File: config.mk
export PLATFORM = sky130hd
export DESIGN_NAME = move_restore_unit
export DESIGN_NICKNAME = d
export VERILOG_FILES = /design/src/rtl/move_restore_pkg.sv /design/src/rtl/move_restore_ctrl.sv /design/src/rtl/move_restore_dp.sv /design/src/rtl/move_restore_unit.sv
export SDC_FILE = /design/constraint.sdc
export NUM_CORES = 1
export LEC_CHECK = 0
export CAP_MARGIN = 30
export CORE_UTILIZATION = 54
export CTS_BUF_LIST = sky130_fd_sc_hd__clkbuf_8 sky130_fd_sc_hd__clkbuf_16
export DETAILED_ROUTE_END_ITERATION = 10
export PLACE_DENSITY = 0.74
export SETUP_SLACK_MARGIN = 0.2
export SLEW_MARGIN = 20
export SYNTH_ARGS = -nofsm -noshare
export SYNTH_HDL_FRONTEND = slang
export SYNTH_SLANG_ARGS = --single-unit
export TNS_END_PERCENT = 1
File: constraint.sdc
create_clock -name clk -period 7.4 [get_ports clk]
set_input_delay 1.48 -clock clk [delete_from_list [all_inputs] [get_ports clk]]
set_output_delay 1.48 -clock clk [all_outputs]
set_load 0.01 [all_outputs]
File: src/rtl/move_restore_pkg.sv
package move_restore_pkg;

  // Strobes from control to datapath
  typedef struct packed {
    logic idle;        // no move in progress
    logic capture;     // latch indices and shadow copies
    logic readPhase;   // first execute cycle
    logic writePhase;  // second execute cycle
    logic incSrc;      // good read: bump source, keep operand
    logic commitDst;   // good write: bump destination, set flags
    logic restore;     // fault: roll back from shadows
  } mrCtrl_t;

  typedef enum logic [1:0] {
    ST_IDLE  = 2'd0,
    ST_READ  = 2'd1,
    ST_WRITE = 2'd2
  } mrState_e;

  localparam int CCR_W = 4;
  localparam int CCR_N = 3;
  localparam int CCR_Z = 2;
  localparam int CCR_V = 1;
  localparam int CCR_C = 0;

endpackage

File: src/rtl/move_restore_ctrl.sv
module move_restore_ctrl
  import move_restore_pkg::*;
(
  input  logic    clk,
  input  logic    rstN,
  input  logic    startStb,
  input  logic    memErr,
  output mrCtrl_t ctrl,
  output logic    memValid,
  output logic    memWrite,
  output logic    done,
  output logic    accErr
);

  mrState_e state, stateNext;

  always_comb begin
    ctrl            = '0;
    ctrl.idle       = (state == ST_IDLE);
    ctrl.readPhase  = (state == ST_READ);
    ctrl.writePhase = (state == ST_WRITE);
    ctrl.capture    = ctrl.idle && startStb;
    ctrl.incSrc     = ctrl.readPhase && !memErr;
    ctrl.commitDst  = ctrl.writePhase && !memErr;
    ctrl.restore    = (ctrl.readPhase || ctrl.writePhase) && memErr;
  end

  always_comb begin
    stateNext = state;
    unique case (state)
      ST_IDLE:  if (startStb) stateNext = ST_READ;
      ST_READ:  stateNext = memErr ? ST_IDLE : ST_WRITE;
      ST_WRITE: stateNext = ST_IDLE;
      default:  stateNext = ST_IDLE;
    endcase
  end

  always_ff @(posedge clk) begin
    if (!rstN) begin
      state  <= ST_IDLE;
      done   <= 1'b0;
      accErr <= 1'b0;
    end else begin
      state  <= stateNext;
      done   <= ctrl.commitDst;
      accErr <= ctrl.restore;
    end
  end

  assign memValid = ctrl.readPhase || ctrl.writePhase;
  assign memWrite = ctrl.writePhase;

endmodule

File: src/rtl/move_restore_dp.sv
module move_restore_dp
  import move_restore_pkg::*;
#(
  parameter int NUM_REGS = 8,
  parameter int ADDR_W   = 32,
  parameter int DATA_W   = 32,
  parameter int STEP     = 4,
  localparam int SEL_W   = $clog2(NUM_REGS)
) (
  input  logic              clk,
  input  logic              rstN,
  input  mrCtrl_t           ctrl,
  input  logic [SEL_W-1:0]  srcSel,
  input  logic [SEL_W-1:0]  dstSel,
  input  logic              loadEn,
  input  logic [SEL_W-1:0]  loadSel,
  input  logic [ADDR_W-1:0] loadData,
  input  logic [SEL_W-1:0]  rdSel,
  output logic [ADDR_W-1:0] rdData,
  output logic [CCR_W-1:0]  ccr,
  output logic [ADDR_W-1:0] memAddr,
  output logic [DATA_W-1:0] memWData,
  input  logic [DATA_W-1:0] memRData
);

  localparam logic [ADDR_W-1:0] STEP_V = ADDR_W'(STEP);

  logic [ADDR_W-1:0] regs [NUM_REGS];
  logic [SEL_W-1:0]  srcIdx, dstIdx;
  logic [ADDR_W-1:0] shadowSrc, shadowDst;
  logic [CCR_W-1:0]  shadowCcr;
  logic [DATA_W-1:0] operand;
  logic [CCR_W-1:0]  newFlags;

  always_comb begin
    newFlags        = '0;
    newFlags[CCR_N] = operand[DATA_W-1];
    newFlags[CCR_Z] = (operand == '0);
    newFlags[CCR_V] = 1'b0;
    newFlags[CCR_C] = 1'b0;
  end

  always_ff @(posedge clk) begin
    if (!rstN) begin
      for (int i = 0; i < NUM_REGS; i++) regs[i] <= '0;
      srcIdx    <= '0;
      dstIdx    <= '0;
      shadowSrc <= '0;
      shadowDst <= '0;
      shadowCcr <= '0;
      operand   <= '0;
      ccr       <= '0;
    end else begin
      if (ctrl.idle && loadEn) regs[loadSel] <= loadData;
      if (ctrl.capture) begin
        srcIdx    <= srcSel;
        dstIdx    <= dstSel;
        shadowSrc <= regs[srcSel];
        shadowDst <= regs[dstSel];
        shadowCcr <= ccr;
      end
      if (ctrl.incSrc) begin
        regs[srcIdx] <= regs[srcIdx] + STEP_V;
        operand      <= memRData;
      end
      if (ctrl.commitDst) begin
        regs[dstIdx] <= regs[dstIdx] + STEP_V;
        ccr          <= newFlags;
      end
      if (ctrl.restore) begin
        // same index: both shadows hold the one original value
        regs[srcIdx] <= shadowSrc;
        regs[dstIdx] <= shadowDst;
        ccr          <= shadowCcr;
      end
    end
  end

  assign rdData   = regs[rdSel];
  assign memAddr  = ctrl.writePhase ? regs[dstIdx] : regs[srcIdx];
  assign memWData = operand;

endmodule

File: src/rtl/move_restore_unit.sv
module move_restore_unit
  import move_restore_pkg::*;
#(
  parameter int NUM_REGS = 8,
  parameter int ADDR_W   = 32,
  parameter int DATA_W   = 32,
  parameter int STEP     = 4,
  localparam int SEL_W   = $clog2(NUM_REGS)
) (
  input  logic              clk,
  input  logic              rstN,
  input  logic              startStb,
  input  logic [SEL_W-1:0]  srcSel,
  input  logic [SEL_W-1:0]  dstSel,
  input  logic              loadEn,
  input  logic [SEL_W-1:0]  loadSel,
  input  logic [ADDR_W-1:0] loadData,
  input  logic [SEL_W-1:0]  rdSel,
  output logic [ADDR_W-1:0] rdData,
  output logic [CCR_W-1:0]  ccr,
  output logic              memValid,
  output logic              memWrite,
  output logic [ADDR_W-1:0] memAddr,
  output logic [DATA_W-1:0] memWData,
  input  logic [DATA_W-1:0] memRData,
  input  logic              memErr,
  output logic              done,
  output logic              accErr
);

  mrCtrl_t ctrl;

  move_restore_ctrl u_ctrl (
    .clk(clk), .rstN(rstN), .startStb(startStb), .memErr(memErr),
    .ctrl(ctrl), .memValid(memValid), .memWrite(memWrite),
    .done(done), .accErr(accErr)
  );

  move_restore_dp #(
    .NUM_REGS(NUM_REGS), .ADDR_W(ADDR_W), .DATA_W(DATA_W), .STEP(STEP)
  ) u_dp (
    .clk(clk), .rstN(rstN), .ctrl(ctrl),
    .srcSel(srcSel), .dstSel(dstSel),
    .loadEn(loadEn), .loadSel(loadSel), .loadData(loadData),
    .rdSel(rdSel), .rdData(rdData), .ccr(ccr),
    .memAddr(memAddr), .memWData(memWData), .memRData(memRData)
  );

endmodule

==> run_results.csv, run 1 <==
group,metric,value,unit
status,outcome,"finished, final reports clean",
global_routing,antenna_found_initial,3,
clock_tree,post_cts_buffers,0,
route,wl,105300,µm
timing,period_needed,5.453,ns
clock_tree,clock_latency,0.60,ns
critical_path,r2r_end,"u_dp.regs[2][25]",
logic_synthesis,ys_types,73,
critical_path,reg2regPathDepth,9,
global_routing,overflow,0,
logic_synthesis,avgSynthCellArea,12.02,µm²
critical_path,startpoint_type,"register",
route,drcViolationCount,0,
clock_tree,cts_root_buf,"clkbuf_16",
route,drtAntennaViolNets,0,
critical_path,r2r_setup_slack,2.34,ns
die,die_h,225.5,µm
timing,drv_slew,0,
timing,grt_setup_unrepaired,"false",
die,coreArea,49150,µm²
power_and_ir_drop,swShare,30.32,%
critical_path,critPathArrivalTime,3.97,ns
min_path,hold_path_startpoint,"u_dp.shadowCcr[3]",
timing,slew_headroom,25.44,%
flow_run,drv_cap,0,
route,drt-initial-drc-count,4532,
die,die_w,225.5,µm
power_and_ir_drop,intPower,4.568,mW
logic_synthesis,synthTopCellsByArea,"edfxtp_1 28%, mux4_2 25%, dfxtp_1 8.9%",
logic_synthesis,yosysTopAreaCellShare,28.50,%
cells_and_area,final_cell_mix,"294 x mux4_2, 280 x nand2_1, 256 x edfxtp_1",
placement,io_buffers,184,
power_and_ir_drop,power_switching,1.987,mW
logic_synthesis,synth_ff_type,"edfxtp_1",
power_and_ir_drop,power,6.555,mW
placement,dp_hpwl,64190,µm
timing,clock_skew,0.01686,ns
power_and_ir_drop,irDropWorstVdd,0.0001831,V
clock_tree,htreeDepth,2,
clock_tree,postCtsHoldBufs,0,
logic_synthesis,yosysTopAreaCell,"edfxtp_1",
power_and_ir_drop,p_seq_share,39.3,%
logic_synthesis,seq_area_frac_synth,37.40,%
logic_synthesis,syn-cell-area,26980,µm²
global_routing,grt_max_degree,69,
timing,finalSetupTns,0,ns
power_and_ir_drop,total_leakage_power,10.96,nW
power_and_ir_drop,p_per_area,212.3,nW/µm²
timing,max_freq,183.4,MHz
critical_path,path_class,"reg -> out",
route,viasPerCell,7.920,
die,ioPinCount,185,
clock_tree,cts_buffer_depth,3,
clock_tree,cts_tree,"yes",
die,die_area,50850,µm²
logic_synthesis,synth_warnings,0,
critical_path,crit_fanout,36,
cells_and_area,layout_commonest_cell,"mux4_2",
timing,finalCritPeriodShare,73.69,%
power_and_ir_drop,clock_power_share,36.7,%
logic_synthesis,synth.net_count,2331,
min_path,hold_class,"reg -> reg",
logic_synthesis,ys_async_sr_fraction,0,%
die,rows,81,
clock_tree,cts_buffers,43,
cells_and_area,syn2layout_area_growth,14.47,%
die,start_util,54.88,%
global_routing,grt_pass1_wl,152300,µm
min_path,min_to,"u_dp.shadowCcr[3]",
route,num_vias,23940,
clock_tree,path_clk_slew,0.06,ns
critical_path,endpoint_kind,"output pin",
cells_and_area,nNetsFinal,2412,
power_and_ir_drop,p_comb_share,24.0,%
route,routedWlPerCell,34.86,µm
clock_tree,cts_sinks,376,
logic_synthesis,synth_edf_count,256,
global_routing,first_global_vias,23500,
min_path,whs_path_depth,2,
clock_tree,post_cts_resized,0,
logic_synthesis,ys_seq_elements,376,
cells_and_area,drive_gt1_share,23.08,%
logic_synthesis,synthCells,2244,
timing,setup_viol,0,
critical_path,crit_required,5.92,ns
timing,timing.final.hold_violations,0,
placement,place.gp.congestion,0.9948,
global_routing,grt_usage,41.32,%
route,first_pass_iters,8,
timing,tightest_slew,1.118,ns
==> routing by layer <==
layer / track usage [%] / vias up / routed length, µm
met5: 0 / - / 0
met4: 24.64 / 0 / 7441
met3: 13.78 / 579 / 16920
met2: 62.85 / 2451 / 46500
met1: 51.24 / 11610 / 34470
li1: - / 9296 / -
==> state kept, by name (all words and copies together) (netlist names), 3 cells and up, named ones only <==
name and flops:
u_dp.dstIdx 3, u_dp.shadowCcr 4, u_dp.srcIdx 3, u_dp.shadowSrc 32, u_dp.shadowDst 32, u_dp.ccr 4, u_dp.memWData 32, u_dp.regs 256
==> worst max-delay path by stage <==
| stage | depth (start not counted) | startpoint | end |
|---|---|---|---|
| final | 5 | register | memAddr[8] |
| after global routing | 5 | register | memAddr[22] |
| after CTS | 5 | register | memAddr[8] |
| after detailed placement | 5 | rdSel[0] | rdData[8] |
| after global placement | 5 | rdSel[0] | rdData[8] |
| after floorplan | 4 | rdSel[0] | rdData[0] |
==> cells by family (layout without fill, tap and decap cells) <==
| group | Yosys count | count (layout) | synth area share [%] |
|---|---|---|---|
| mux | 534 | 534 | 33.70 |
| flops | 376 | 376 | 37.40 |
| buf+inv | 232 | 345 | 3.993 |
| other cells | 0 | 1 | 0 |
| fa+ha+maj | 6 | 6 | 0.2783 |
| compound gates | 522 | 522 | 14.00 |
| xor+xnor | 44 | 44 | 1.484 |
| simple gates | 530 | 530 | 9.146 |
==> metrics by stage <==
stage / hold slack (ns) / instance area (µm²) / worst slack (ns) / std cells / utilization, %
after detailed placement: 0.4597 / 29210 / 2.018 / 2935 / 59.42
after CTS: 0.4680 / 30770 / 1.988 / 3012 / 62.60
final: 0.4680 / 30880 / 1.947 / 3022 / 62.83
after global placement: 0.4542 / 29160 / 2.057 / 2932 / 59.33
after global routing: 0.4839 / 30880 / 1.749 / 3021 / 62.82
after floorplan: 0.4436 / 26980 / 2.674 / 2244 / -
==> worst max-delay path: stages (launching register included) <==
cell	delay [ns]
dfxtp_4	0.90
buf_4	0.53
mux4_2	0.57
mux2i_1	0.56
mux2i_1	0.23
clkdlybuf4s50_1	0.55
==> cell type report <==
class | count | area, µm²
multi-input cells | 1636 | 15870
inverters | 11 | 41.29
clock inverters | 30 | 409.1
well taps | 664 | 830.8
diodes | 1 | 2.502
flip-flops and latches | 376 | 10100
fillers | 3753 | 18270
repair buffers | 257 | 2465
clock buffers | 47 | 1154
==> Yosys cell counts (27+ instances only) <==
cell,count
a21oi_1,27
o211a_1,66
o221ai_1,45
nand3_1,31
mux2_2,53
a21boi_0,44
nor2_1,73
o22ai_1,198
mux4_2,294
o21ai_0,32
nand2_1,283
clkbuf_1,132
edfxtp_1,256
buf_1,51
a22oi_1,29
dfxtp_1,120
xnor2_1,29
mux2i_1,187
==> power groups by stage <==
stage / sequential (mW) / combinational, mW / clock, mW
global route: 2.58 / 1.64 / 2.47
global placement: 2.59 / 1.49 / 0
floorplan: 2.52 / 1.03 / 0
CTS: 2.56 / 1.53 / 2.39
finish: 2.58 / 1.57 / 2.41
detailed placement: 2.60 / 1.52 / 0
(Power assumes the default switching activity.)
==> run 2: changes to the inputs <==
clock period = 5.4 ns   (was 7.4 ns; I/O delays follow)
==> run_results.csv, run 2 (synthesized netlist as in run 1, its figures left out) <==
group,metric,value,unit
die,die_w,225.5,µm
global_routing,grt_usage,42.14,%
die,start_util,54.88,%
clock_tree,postCtsHoldBufs,0,
critical_path,path_class,"reg -> reg",
critical_path,endpoint_kind,"register",
power_and_ir_drop,p_per_area,277.2,nW/µm²
min_path,whs_path_depth,2,
clock_tree,htreeDepth,2,
cells_and_area,top_register,"u_dp.regs",
critical_path,cp_num_cells,8,
clock_tree,cts_sinks,376,
critical_path,crit_path_top_delay_cell,"or4_1",
timing,clock_skew,0.03031,ns
timing,setup_viol,0,
cells_and_area,antenna_cells,0,
placement,dp_hpwl,67930,µm
critical_path,reg2regPathDepth,8,
placement,dpl_cell_area,29640,µm²
critical_path,crit_fanout,21,
clock_tree,path_clk_slew,0.06,ns
global_routing,grt_max_degree,77,
die,ioPinCount,185,
route,drtAntennaViolNets,0,
clock_tree,cts_buffers,43,
clock_tree,post_cts_buffers,0,
status,violations,"design-rule violations",
timing,period_needed,4.933,ns
cells_and_area,syn2layout_area_growth,14.97,%
critical_path,cpLargestDelayFamily,"simple AND/OR/NAND/NOR gates",
clock_tree,clock_latency,0.61,ns
critical_path,critPathArrivalTime,5.24,ns
power_and_ir_drop,total_leakage_power,11.12,nW
cells_and_area,nNetsFinal,2453,
clock_tree,cts_tree,"yes",
cells_and_area,fill_cells,3826,
timing,max_freq,202.7,MHz
critical_path,crit_required,5.70,ns
global_routing,grt_pass1_wl,155000,µm
timing,finalSetupTns,0,ns
route,drt-initial-drc-count,4642,
route,num_vias,24100,
cells_and_area,final_cell_mix,"294 x mux4_2, 282 x nand2_1, 256 x edfxtp_1",
placement,place.gp.congestion,0.9829,
die,coreArea,49150,µm²
route,routedWlPerCell,34.76,µm
critical_path,path_buf_inv,0,
route,wl,106500,µm
clock_tree,post_cts_resized,0,
timing,slew_headroom,22.21,%
timing,grt_setup_unrepaired,"false",
route,drcViolationCount,1,
cells_and_area,final_core_util,63.10,%
cells_and_area,layout_commonest_cell,"mux4_2",
cells_and_area,drive_gt1_share,23.82,%
power_and_ir_drop,irDropWorstVdd,0.0002231,V
global_routing,first_global_vias,23790,
die,rows,81,
timing,tightest_slew,1.163,ns
timing,drv_slew,0,
timing,timing.final.hold_violations,0,
min_path,hold_class,"reg -> reg",
cells_and_area,largest_register_ffs,256,
cells_and_area,fin_area,31020,µm²
route,viasPerCell,7.864,
critical_path,r2r_setup_slack,0.47,ns
flow_run,drv_cap,0,
critical_path,worstPathCellList,"nor2b_1 > a22oi_1 > o22a_1 > or4_1 > nor3_1 > xnor2_1 > mux2i_1 > o22ai_1",
die,die_h,225.5,µm
power_and_ir_drop,power,8.598,mW
global_routing,antenna_found_initial,4,
route,first_pass_iters,10,
timing,finalCritPeriodShare,91.35,%
critical_path,max_stage_delay,0.91,ns
die,die_area,50850,µm²
status,outcome,"finished with violations",
clock_tree,cts_root_buf,"clkbuf_16",
critical_path,startpoint_type,"register",
global_routing,overflow,0,
clock_tree,cts_buffer_depth,3,
placement,io_buffers,184,
run 2: worst paths after layout:
kind / from / end
hold / removal: u_dp.shadowCcr[0] / u_dp.shadowCcr[0]
setup reg to reg: register / u_dp.regs[0][24]
setup / recovery: register / u_dp.regs[0][24]
hold reg to reg: u_dp.shadowCcr[0] / u_dp.shadowCcr[0]
run 2: layout make-up:
type	count	area [µm²]	area share, %
clock inverters	32	186.4	0.6011
clock buffers	48	1145	3.691
inverters	11	41.29	0.1331
well taps	664	830.8	2.679
repair buffers	298	2843	9.165
multi-input cells	1636	15870	51.15
flip-flops and latches	376	10100	32.58
run 2: worst min-delay path: cells and delay by family, from the launching register on:
family             cells  cell delay [ns]
AOI/OAI and AO/OA      1             0.06
DFF                    1             0.31
and+or+nand+nor        1             0.05
run 2: per-stage QoR:
| step | hold WS [ns] | setup slack, ns | std cells |
|---|---|---|---|
| floorplan | 0.4436 | 1.135 | 2244 |
| global placement | 0.4533 | 0.7908 | 2981 |
| detailed placement | 0.4650 | 0.7976 | 2982 |
| CTS | 0.4731 | 0.5764 | 3062 |
| global route | 0.4906 | 0.3766 | 3065 |
| finish | 0.4729 | 0.4671 | 3065 |
run 2: layer usage:
layer | part of all wire (%) | global-route usage [%]
met1 | 32 | 52.81
met4 | 7.1 | 25.32
met2 | 44 | 63.05
met3 | 17 | 14.58
met5 | 0.045 | 0
run 2: power breakdown:
part	internal, mW	switching [mW]
Clock	1.57	1.29
Sequential	3.28	0.244
Combinational	0.996	1.22
